--- src/rtl/mtx_pkg.sv ---
package mtx_pkg;

    localparam int LEN_W = 4;

    typedef enum logic [1:0] {
        PAT_ONES  = 2'd0,
        PAT_ZEROS = 2'd1,
        PAT_ZO    = 2'd2,
        PAT_OZ    = 2'd3
    } pre_pat_e;

    typedef struct packed {
        logic [LEN_W-1:0] len;
        pre_pat_e         pat;
        logic             pol;
    } frame_cfg_t;

    localparam frame_cfg_t CFG_RESET = '{len: 4'd4, pat: PAT_ONES, pol: 1'b0};

    typedef enum logic [1:0] {
        SEQ_IDLE = 2'd0,
        SEQ_PRE  = 2'd1,
        SEQ_DATA = 2'd2,
        SEQ_STOP = 2'd3
    } seq_state_e;

    typedef struct packed {
        logic vld;
        logic stop;
        logic bit_val;
        logic second;
    } emit_t;

    function automatic logic preamble_bit(pre_pat_e pat, logic odd);
        case (pat)
            PAT_ONES:  return 1'b1;
            PAT_ZEROS: return 1'b0;
            PAT_ZO:    return odd;
            default:   return ~odd;
        endcase
    endfunction

    function automatic logic half_level(logic b, logic pol, logic second);
        return (b ^ pol) ^ second;
    endfunction

endpackage

--- src/rtl/mtx_preamble_gen.sv ---
module mtx_preamble_gen
    import mtx_pkg::*;
(
    input  pre_pat_e pat,
    input  logic     odd,
    output logic     pre_bit
);

    always_comb begin
        pre_bit = preamble_bit(pat, odd);
    end

endmodule

--- src/rtl/mtx_sequencer.sv ---
module mtx_sequencer
    import mtx_pkg::*;
#(
    parameter int DATA_W = 8
) (
    input  logic              clk,
    input  logic              rst,
    input  logic              half_tick,
    input  logic              in_valid,
    input  logic [DATA_W-1:0] in_data,
    input  frame_cfg_t        cfg_in,
    input  logic              pre_bit,
    output logic              pre_odd,
    output logic              in_ready,
    output logic              busy,
    output emit_t             emit,
    output frame_cfg_t        cfg_q
);

    localparam int DW_LOG = $clog2(DATA_W);
    localparam int CNT_W  = (DW_LOG > LEN_W) ? DW_LOG : LEN_W;
    localparam logic [CNT_W-1:0] LAST_DATA = CNT_W'(DATA_W - 1);

    seq_state_e        state;
    logic [CNT_W-1:0]  idx;
    logic              second;
    logic [DATA_W-1:0] shreg;
    logic [CNT_W-1:0]  last_pre;

    assign last_pre = CNT_W'(cfg_q.len) - CNT_W'(1);

    always_ff @(posedge clk) begin
        if (rst) begin
            state  <= SEQ_IDLE;
            idx    <= '0;
            second <= 1'b0;
            shreg  <= '0;
            cfg_q  <= CFG_RESET;
        end else begin
            case (state)
                SEQ_IDLE: begin
                    if (in_valid) begin
                        cfg_q  <= cfg_in;
                        shreg  <= in_data;
                        idx    <= '0;
                        second <= 1'b0;
                        state  <= (cfg_in.len != '0) ? SEQ_PRE : SEQ_DATA;
                    end
                end
                SEQ_PRE: begin
                    if (half_tick) begin
                        if (!second) begin
                            second <= 1'b1;
                        end else begin
                            second <= 1'b0;
                            if (idx == last_pre) begin
                                idx   <= '0;
                                state <= SEQ_DATA;
                            end else begin
                                idx <= idx + CNT_W'(1);
                            end
                        end
                    end
                end
                SEQ_DATA: begin
                    if (half_tick) begin
                        if (!second) begin
                            second <= 1'b1;
                        end else begin
                            second <= 1'b0;
                            shreg  <= shreg >> 1;
                            if (idx == LAST_DATA) begin
                                idx   <= '0;
                                state <= SEQ_STOP;
                            end else begin
                                idx <= idx + CNT_W'(1);
                            end
                        end
                    end
                end
                default: begin
                    if (half_tick) begin
                        state <= SEQ_IDLE;
                    end
                end
            endcase
        end
    end

    always_comb begin
        in_ready     = (state == SEQ_IDLE);
        busy         = (state != SEQ_IDLE);
        pre_odd      = idx[0];
        emit.vld     = half_tick && ((state == SEQ_PRE) || (state == SEQ_DATA));
        emit.stop    = half_tick && (state == SEQ_STOP);
        emit.bit_val = (state == SEQ_PRE) ? pre_bit : shreg[0];
        emit.second  = second;
    end


    cfg_hold_chk: assert property (@(posedge clk) disable iff (rst)
        busy && !$past(rst) && $past(busy) |-> $stable(cfg_q));


    accept_busy_chk: assert property (@(posedge clk) disable iff (rst)
        in_valid && in_ready |=> busy);


    busy_hold_chk: assert property (@(posedge clk) disable iff (rst)
        !half_tick && !(in_valid && in_ready) |=> $stable(busy));

endmodule

--- src/rtl/mtx_encoder.sv ---
module mtx_encoder
    import mtx_pkg::*;
#(
    parameter bit IDLE_LEVEL = 1'b0
) (
    input  logic  clk,
    input  logic  rst,
    input  emit_t emit,
    input  logic  pol,
    output logic  line
);

    always_ff @(posedge clk) begin
        if (rst) begin
            line <= IDLE_LEVEL;
        end else if (emit.vld) begin
            line <= half_level(emit.bit_val, pol, emit.second);
        end else if (emit.stop) begin
            line <= IDLE_LEVEL;
        end
    end


    mid_flip_chk: assert property (@(posedge clk) disable iff (rst)
        emit.vld && emit.second |=> line != $past(line));


    line_hold_chk: assert property (@(posedge clk) disable iff (rst)
        !$past(rst) && !$past(emit.vld) && !$past(emit.stop) |-> $stable(line));

endmodule

--- src/rtl/manch_tx.sv ---
module manch_tx
    import mtx_pkg::*;
#(
    parameter int DATA_W     = 8,
    parameter bit IDLE_LEVEL = 1'b0
) (
    input  logic              clk,
    input  logic              rst,
    input  logic              half_tick,
    input  logic [3:0]        cfg_pre_len,
    input  logic [1:0]        cfg_pre_pat,
    input  logic              cfg_pol,
    input  logic              in_valid,
    input  logic [DATA_W-1:0] in_data,
    output logic              in_ready,
    output logic              line_out,
    output logic              busy
);

    frame_cfg_t cfg_in;
    frame_cfg_t cfg_q;
    emit_t      emit;
    logic       pre_bit;
    logic       pre_odd;

    always_comb begin
        cfg_in.len = cfg_pre_len;
        cfg_in.pat = pre_pat_e'(cfg_pre_pat);
        cfg_in.pol = cfg_pol;
    end

    mtx_preamble_gen i_pre (
        .pat     (cfg_q.pat),
        .odd     (pre_odd),
        .pre_bit (pre_bit)
    );

    mtx_sequencer #(.DATA_W(DATA_W)) i_seq (
        .clk       (clk),
        .rst       (rst),
        .half_tick (half_tick),
        .in_valid  (in_valid),
        .in_data   (in_data),
        .cfg_in    (cfg_in),
        .pre_bit   (pre_bit),
        .pre_odd   (pre_odd),
        .in_ready  (in_ready),
        .busy      (busy),
        .emit      (emit),
        .cfg_q     (cfg_q)
    );

    mtx_encoder #(.IDLE_LEVEL(IDLE_LEVEL)) i_enc (
        .clk  (clk),
        .rst  (rst),
        .emit (emit),
        .pol  (cfg_q.pol),
        .line (line_out)
    );


    idle_level_chk: assert property (@(posedge clk) disable iff (rst)
        !busy |-> line_out == IDLE_LEVEL);


    ready_busy_chk: assert property (@(posedge clk) disable iff (rst)
        in_ready != busy);

endmodule

--- config.mk ---
export PLATFORM = sky130hd
export DESIGN_NAME = manch_tx
export DESIGN_NICKNAME = d
export VERILOG_FILES = /design/src/rtl/mtx_pkg.sv /design/src/rtl/mtx_preamble_gen.sv /design/src/rtl/mtx_sequencer.sv /design/src/rtl/mtx_encoder.sv /design/src/rtl/manch_tx.sv
export SDC_FILE = /design/constraint.sdc
export NUM_CORES = 1
export LEC_CHECK = 0
export ABC_AREA = 1
export BUFFER_PORTS_ARGS = -buffer_cell sky130_fd_sc_hd__buf_2
export CAP_MARGIN = 20
export CORE_MARGIN = 1
export CORE_UTILIZATION = 59
export CTS_CLUSTER_SIZE = 10
export DETAILED_ROUTE_END_ITERATION = 12
export HOLD_SLACK_MARGIN = 0.15
export PLACE_DENSITY = 0.83
export SLEW_MARGIN = 20
export SYNTH_ARGS = -nofsm -noshare
export SYNTH_HDL_FRONTEND = slang
export SYNTH_SLANG_ARGS = --single-unit
--- constraint.sdc ---
create_clock -name clk -period 5.7 [get_ports clk]
set_clock_uncertainty 0.2 [all_clocks]
set_input_delay 1.14 -clock clk [delete_from_list [all_inputs] [get_ports clk]]
set_output_delay 1.14 -clock clk [all_outputs]
set_load 0.005 [all_outputs]
==> results_dict.tcl, run 1 <==
set metrics [dict create \
    synth_cell_types 21 \
    max_freq_ghz 0.373 \
    cts_resized 0 \
    core_area_sq_um 2040 \
    grt_pass1_vias 1244 \
    setup_tns_ps 0 \
    port_buffers 21 \
    cts_inserted_buffers 3 \
    die_h_microns 49.5 \
    ys_seq_elements 23 \
    leakage_nw 0.751 \
    dr.pass1.iters 4 \
    wl_per_cell_microns 11.5 \
    synth_sequential_area_ratio 0.345 \
    synth_nets 232 \
    relSlewSlack 0.707 \
    path_class "reg -> out" \
    final_max_slew_viol_count 0 \
    worstReg2RegStart "i_seq.state[0]$_SDFFE_PP0P_" \
    clk_latency_ps 320 \
    drc_errors 0 \
    fin_nets 255 \
    grt_max_degree 18 \
    cts_hold_buf 0 \
    tightestPinTransition_ps 439 \
    pin_count 22 \
    powerDensity_nw_per_um2 505 \
    synthCells 206 \
    hold_path.class "reg -> reg" \
    rsz0062_at_grt "false" \
    syn_to_final_growth_pct 11.2 \
    dp_hpwl_mm 2.21 \
    drt_iter0_drc 36 \
    antenna_cells 0 \
    die-area_sq_um 2450 \
    grt-ovfl-total 0 \
    peakVddDrop_mv 0.375 \
    grt_pass1_wl_mm 5.02 \
    clkTransAtPathRegs_ps 130 \
    multi_input_area_sq_um 771 \
    antenna_found_initial 0 \
    fill_cells 189 \
    min_from "i_seq.shreg[7]$_SDFFE_PP0P_" \
    place_ws_ps 3270 \
    setup_ws_ps 3020 \
    synth_area_sq_um 1330 \
    htreeDepth 1 \
    synth_area_leaders "dfxtp_1 35%, nand2_1 18%, nor2_1 9.0%" \
    row_count 16 \
    setup_violations 0 \
    outcome "completed" \
    die_x_microns 49.5 \
    period_needed_ps 2680 \
    hold_viol 0 \
    place_congestion 0.812 \
    clockRootBuffer "clkbuf_4" \
    power_mw 0.749 \
    cap_violations 0 \
    path_max_fanout 5 \
    setup.worst_path.end_class "output pin" \
    clockBufferDepth 2 \
    cp-startpoint "i_seq.state[0]$_SDFFE_PP0P_" \
    layout-drive-gt1-share 0.140 \
    clock-sinks 23 \
    yosysTopAreaCell "dfxtp_1" \
    fin_crit_sh 0.470 \
    yosysWarnings 0 \
    required_ps 4360 \
    grt_use_total 0.265 \
    initial_core_util 0.653 \
    avgViaCountPerCell 5.20 \
    routed_wl_mm 2.93 \
    tritoncts "built" \
    avgSynthCellArea_sq_um 6.47 \
    start_kind "register" \
    cp.arrival_ps 1340 \
    regArea_sq_um 460 \
    antenna_left 0 \
    post_cts_buffers 0 \
    synth_top_cell_area_share 0.345 \
    vias 1327 \
]
==> metrics by stage <==
stage	utilization	cells	hold WS, ps	instance area [sq um]
after global placement	0.711	251	250	1450
final	0.726	255	274	1480
after global routing	0.726	255	290	1480
after floorplan	-	206	231	1330
after detailed placement	0.711	251	258	1450
after CTS	0.726	255	276	1480
==> cells in the mapped netlist <==
master,instances
nand2_1,63
nor2_1,32
dfxtp_1,23
inv_1,19
a21oi_1,15
o21ai_0,13
nand3_1,12
ha_1,7
xor2_1,5
o21ai_1,4
inv_2,3
a211oi_1,1
buf_2,1
buf_6,1
clkbuf_1,1
nor2_4,1
o211ai_1,1
o21ai_2,1
o22ai_2,1
or2_1,1
or2_4,1
==> power by group <==
part | leakage [nW] | internal, mW | switching (mW) | total (mW)
sequential | 0.190 | 0.211 | 0.0327 | 0.244
combinational | 0.548 | 0.152 | 0.272 | 0.424
clock | 0.0139 | 0.0268 | 0.0538 | 0.0806
total | 0.751 | 0.390 | 0.359 | 0.749
==> worst paths after layout <==
check        cells past startpoint                          end  slack [ps]
max                              4                         busy        3020
min                              2  i_seq.shreg[7]$_SDFFE_PP0P_         270
max reg2reg                      9  i_seq.shreg[1]$_SDFFE_PP0P_        3490
min reg2reg                      2  i_seq.shreg[7]$_SDFFE_PP0P_         270
==> cell usage in the layout, fill, tap and decap left out, types with 3 or more instances in the layout <==
cell      count
nor2_1       32
dfxtp_1      23
nand3_1      12
ha_1          7
clkbuf_4      3
inv_2         3
o21ai_1       4
a21oi_1      15
nand2_1      63
o21ai_0      13
inv_1        19
buf_2        21
xor2_1        5
==> routing by layer <==
layer  track usage  vias to the layer above  wire length, microns  part of all wire
met3        0.0370                        6                   116             0.040
met5             0                        -                     0                 0
met4         0.105                        0                    51             0.017
met1         0.298                      595                  1320              0.45
met2         0.493                       32                  1440              0.49
li1              -                      694                     -                 -
==> final cells by class <==
class,count,share of cell area
multi-input cells,158,0.520
clock buffers,3,0.0152
clock inverters,1,0.00506
inverters,22,0.0557
repair buffers,21,0.0709
flip-flops and latches,23,0.311
well taps,27,0.0228
==> critical path: stages, from the launching register on <==
cell and delay, ps:
dfxtp_1 430, inv_1 100, ha_1 270, inv_2 110, buf_2 110
==> kinds of logic (layout without fill, tap and decap cells) <==
logic type      count (synthesis)  after routing  share of synthesized area
simple gates                  110            110                      0.332
compound gates                 36             36                      0.147
xor+xnor                        5              5                     0.0328
flops                          23             23                      0.345
fa+ha+maj                       7              7                     0.0657
buf+inv                        25             47                     0.0769
==> state kept, by name, indices dropped and copies added, names as in the netlist <==
| name | flops |
|---|---|
| i_enc.line | 1 |
| i_seq.idx | 4 |
| i_seq.cfg_q | 7 |
| i_seq.shreg | 8 |
| i_seq.second | 1 |
| i_seq.state | 2 |
(Power assumes the default switching activity.)
==> run 2, diff against run 1 <==
CORE_UTILIZATION = 50   (was 59)
PLACE_DENSITY = 0.75   (was 0.83)
clock period = 2.46 ns   (was 5.7 ns; I/O delays follow)
==> run 2 against run 1 <==
  * Die area up 17%
  * Wire length is 5.0% lower
  * Sequential share of layout area decreased by 0.079 points
  * Sequential power up 130%
  * Combinational power is 130% higher
  * Critical endpoint is now i_seq.shreg[5]$_SDFFE_PP0P_
  * Highest routed layer unchanged
==> results_dict.tcl, run 2 (synthesis gave the netlist of run 1 again) <==
set metrics [dict create \
    hold_path.class "in -> reg" \
    clockRootBuffer "clkbuf_4" \
    post_cts_buffers 0 \
    top_register "i_seq.shreg" \
    fin_crit_sh 0.874 \
    cp.buffers_inverters 2 \
    grt_max_degree 18 \
    antenna_cells 0 \
    fin_cells 258 \
    cap_violations 0 \
    htreeDepth 1 \
    tightestPinTransition_ps 459 \
    max_stage_delay_ps 420 \
    internal_power_mw 0.903 \
    cts_inserted_buffers 3 \
    routed_wl_mm 2.78 \
    final_common_cell "nand2_1" \
    seqPwrFrac 0.330 \
    largest_reg_flops 8 \
    switchingPower_mw 0.815 \
    path_max_fanout 12 \
    clock-sinks 23 \
    path_class "reg -> reg" \
    layout_common_cells "63 x nand2_1, 32 x nor2_1, 23 x dfxtp_1, 21 x buf_2, 19 x inv_1" \
    place_congestion 0.820 \
    dr.pass1.iters 4 \
    antenna_found_initial 0 \
    cp.arrival_ps 2170 \
    dp_hpwl_mm 2.15 \
    layout-drive-gt1-share 0.140 \
    place_area_sq_um 1460 \
    port_buffers 21 \
    cp_top_family "compound AO/OA/AOI/OAI gates" \
    final_max_slew_viol_count 0 \
    powerDensity_nw_per_um2 1160 \
    period_needed_ps 2150 \
    dp_cells 254 \
    pwr-share-comb 0.564 \
    vias 1291 \
    relSlewSlack 0.694 \
    initial_core_util 0.534 \
    fin_nets 255 \
    power_mw 1.72 \
    regArea_sq_um 460 \
    cts_resized 0 \
    row_count 18 \
    reg.largest.list "i_seq.shreg (8), i_seq.cfg_q (7), i_seq.idx (4)" \
    antenna_left 0 \
    cpMostUsedCell "inv_1" \
    grt_pass1_wl_mm 4.62 \
    hold_viol 0 \
    setup_ws_ps 310 \
    die_h_microns 53.7 \
    rsz0062_at_grt "false" \
    start_kind "register" \
    path_cells "inv_1 > ha_1 > inv_1 > o21ai_1 > a21oi_1 > o21ai_2 > o21ai_0 > nor2_1" \
    setup_violations 0 \
    max_freq_ghz 0.465 \
    avgViaCountPerCell 5.00 \
    die_x_microns 53.7 \
    clkTransAtPathRegs_ps 130 \
    tritoncts "built" \
    drt_iter0_drc 19 \
    outcome "completed" \
    grt_pass1_vias 1105 \
    multi_input_area_sq_um 771 \
    worst_hold_slack_ps 215 \
    core_area_sq_um 2500 \
    clk_latency_ps 310 \
    finalInstanceArea_sq_um 1490 \
    leakage_nw 0.751 \
    peakVddDrop_mv 0.711 \
    setup_tns_ps 0 \
    finalCoreUtilization 0.595 \
    clockBufferDepth 2 \
    wl_per_cell_microns 10.8 \
    grt_use_total 0.219 \
    grt-ovfl-total 0 \
    drc_errors 0 \
    p_clk_frac 0.106 \
    die-area_sq_um 2880 \
    slowest_stage "dfxtp_1" \
    p_sw_frac 0.474 \
    pin_count 22 \
    place_ws_ps 349 \
    syn_to_final_growth_pct 11.4 \
    cts_hold_buf 0 \
    setup.worst_path.end_class "register" \
    required_ps 2480 \
    fill_cells 262 \
]
run 2: cell counts in the layout (fill, tap and decap cells not counted):
No cell type changed its count.
run 2: final timing paths:
| path | startpoint | end | slack, ps | cells past startpoint |
|---|---|---|---|---|
| worst max register to register | i_seq.state[0]$_SDFFE_PP0P_ | i_seq.shreg[5]$_SDFFE_PP0P_ | 310 | 8 |
| worst max-delay path | i_seq.state[0]$_SDFFE_PP0P_ | i_seq.shreg[5]$_SDFFE_PP0P_ | 310 | 8 |
| worst min register to register | i_seq.shreg[0]$_SDFFE_PP0P_ | i_seq.shreg[0]$_SDFFE_PP0P_ | 270 | 2 |
| worst min-delay path | cfg_pre_pat[1] | i_seq.cfg_q[2]$_SDFFE_PP0P_ | 220 | 3 |
run 2: area by class of cell:
cell class                      count  area share
Sequential cell                    23       0.310
Timing Repair Buffer               21      0.0707
Clock inverter                      1     0.00505
Tap cell                           30      0.0253
Multi-Input combinational cell    158       0.519
Clock buffer                        3      0.0152
Inverter                           22      0.0556
run 2: power groups by stage:
| stage | clock network [mW] | logic, mW | registers (mW) |
|---|---|---|---|
| finish | 0.182 | 0.969 | 0.567 |
| global route | 0.203 | 1.12 | 0.585 |
| CTS | 0.192 | 0.973 | 0.566 |
| detailed placement | 0 | 0.963 | 0.575 |
| global placement | 0 | 0.953 | 0.574 |
| floorplan | 0 | 0.779 | 0.558 |
run 2: worst min-delay path: stages:
cell	delay (ps)
buf_2	70
o21ai_0	70
nor2_1	70
run 2: routing by layer:
| metal | global-route usage | part of all wire | up-vias |
|---|---|---|---|
| li1 | - | - | 696 |
| met1 | 0.276 | 0.49 | 574 |
| met2 | 0.388 | 0.48 | 17 |
| met3 | 0.0254 | 0.026 | 4 |
| met4 | 0.0658 | 0.0083 | 0 |
| met5 | 0 | 0 | - |
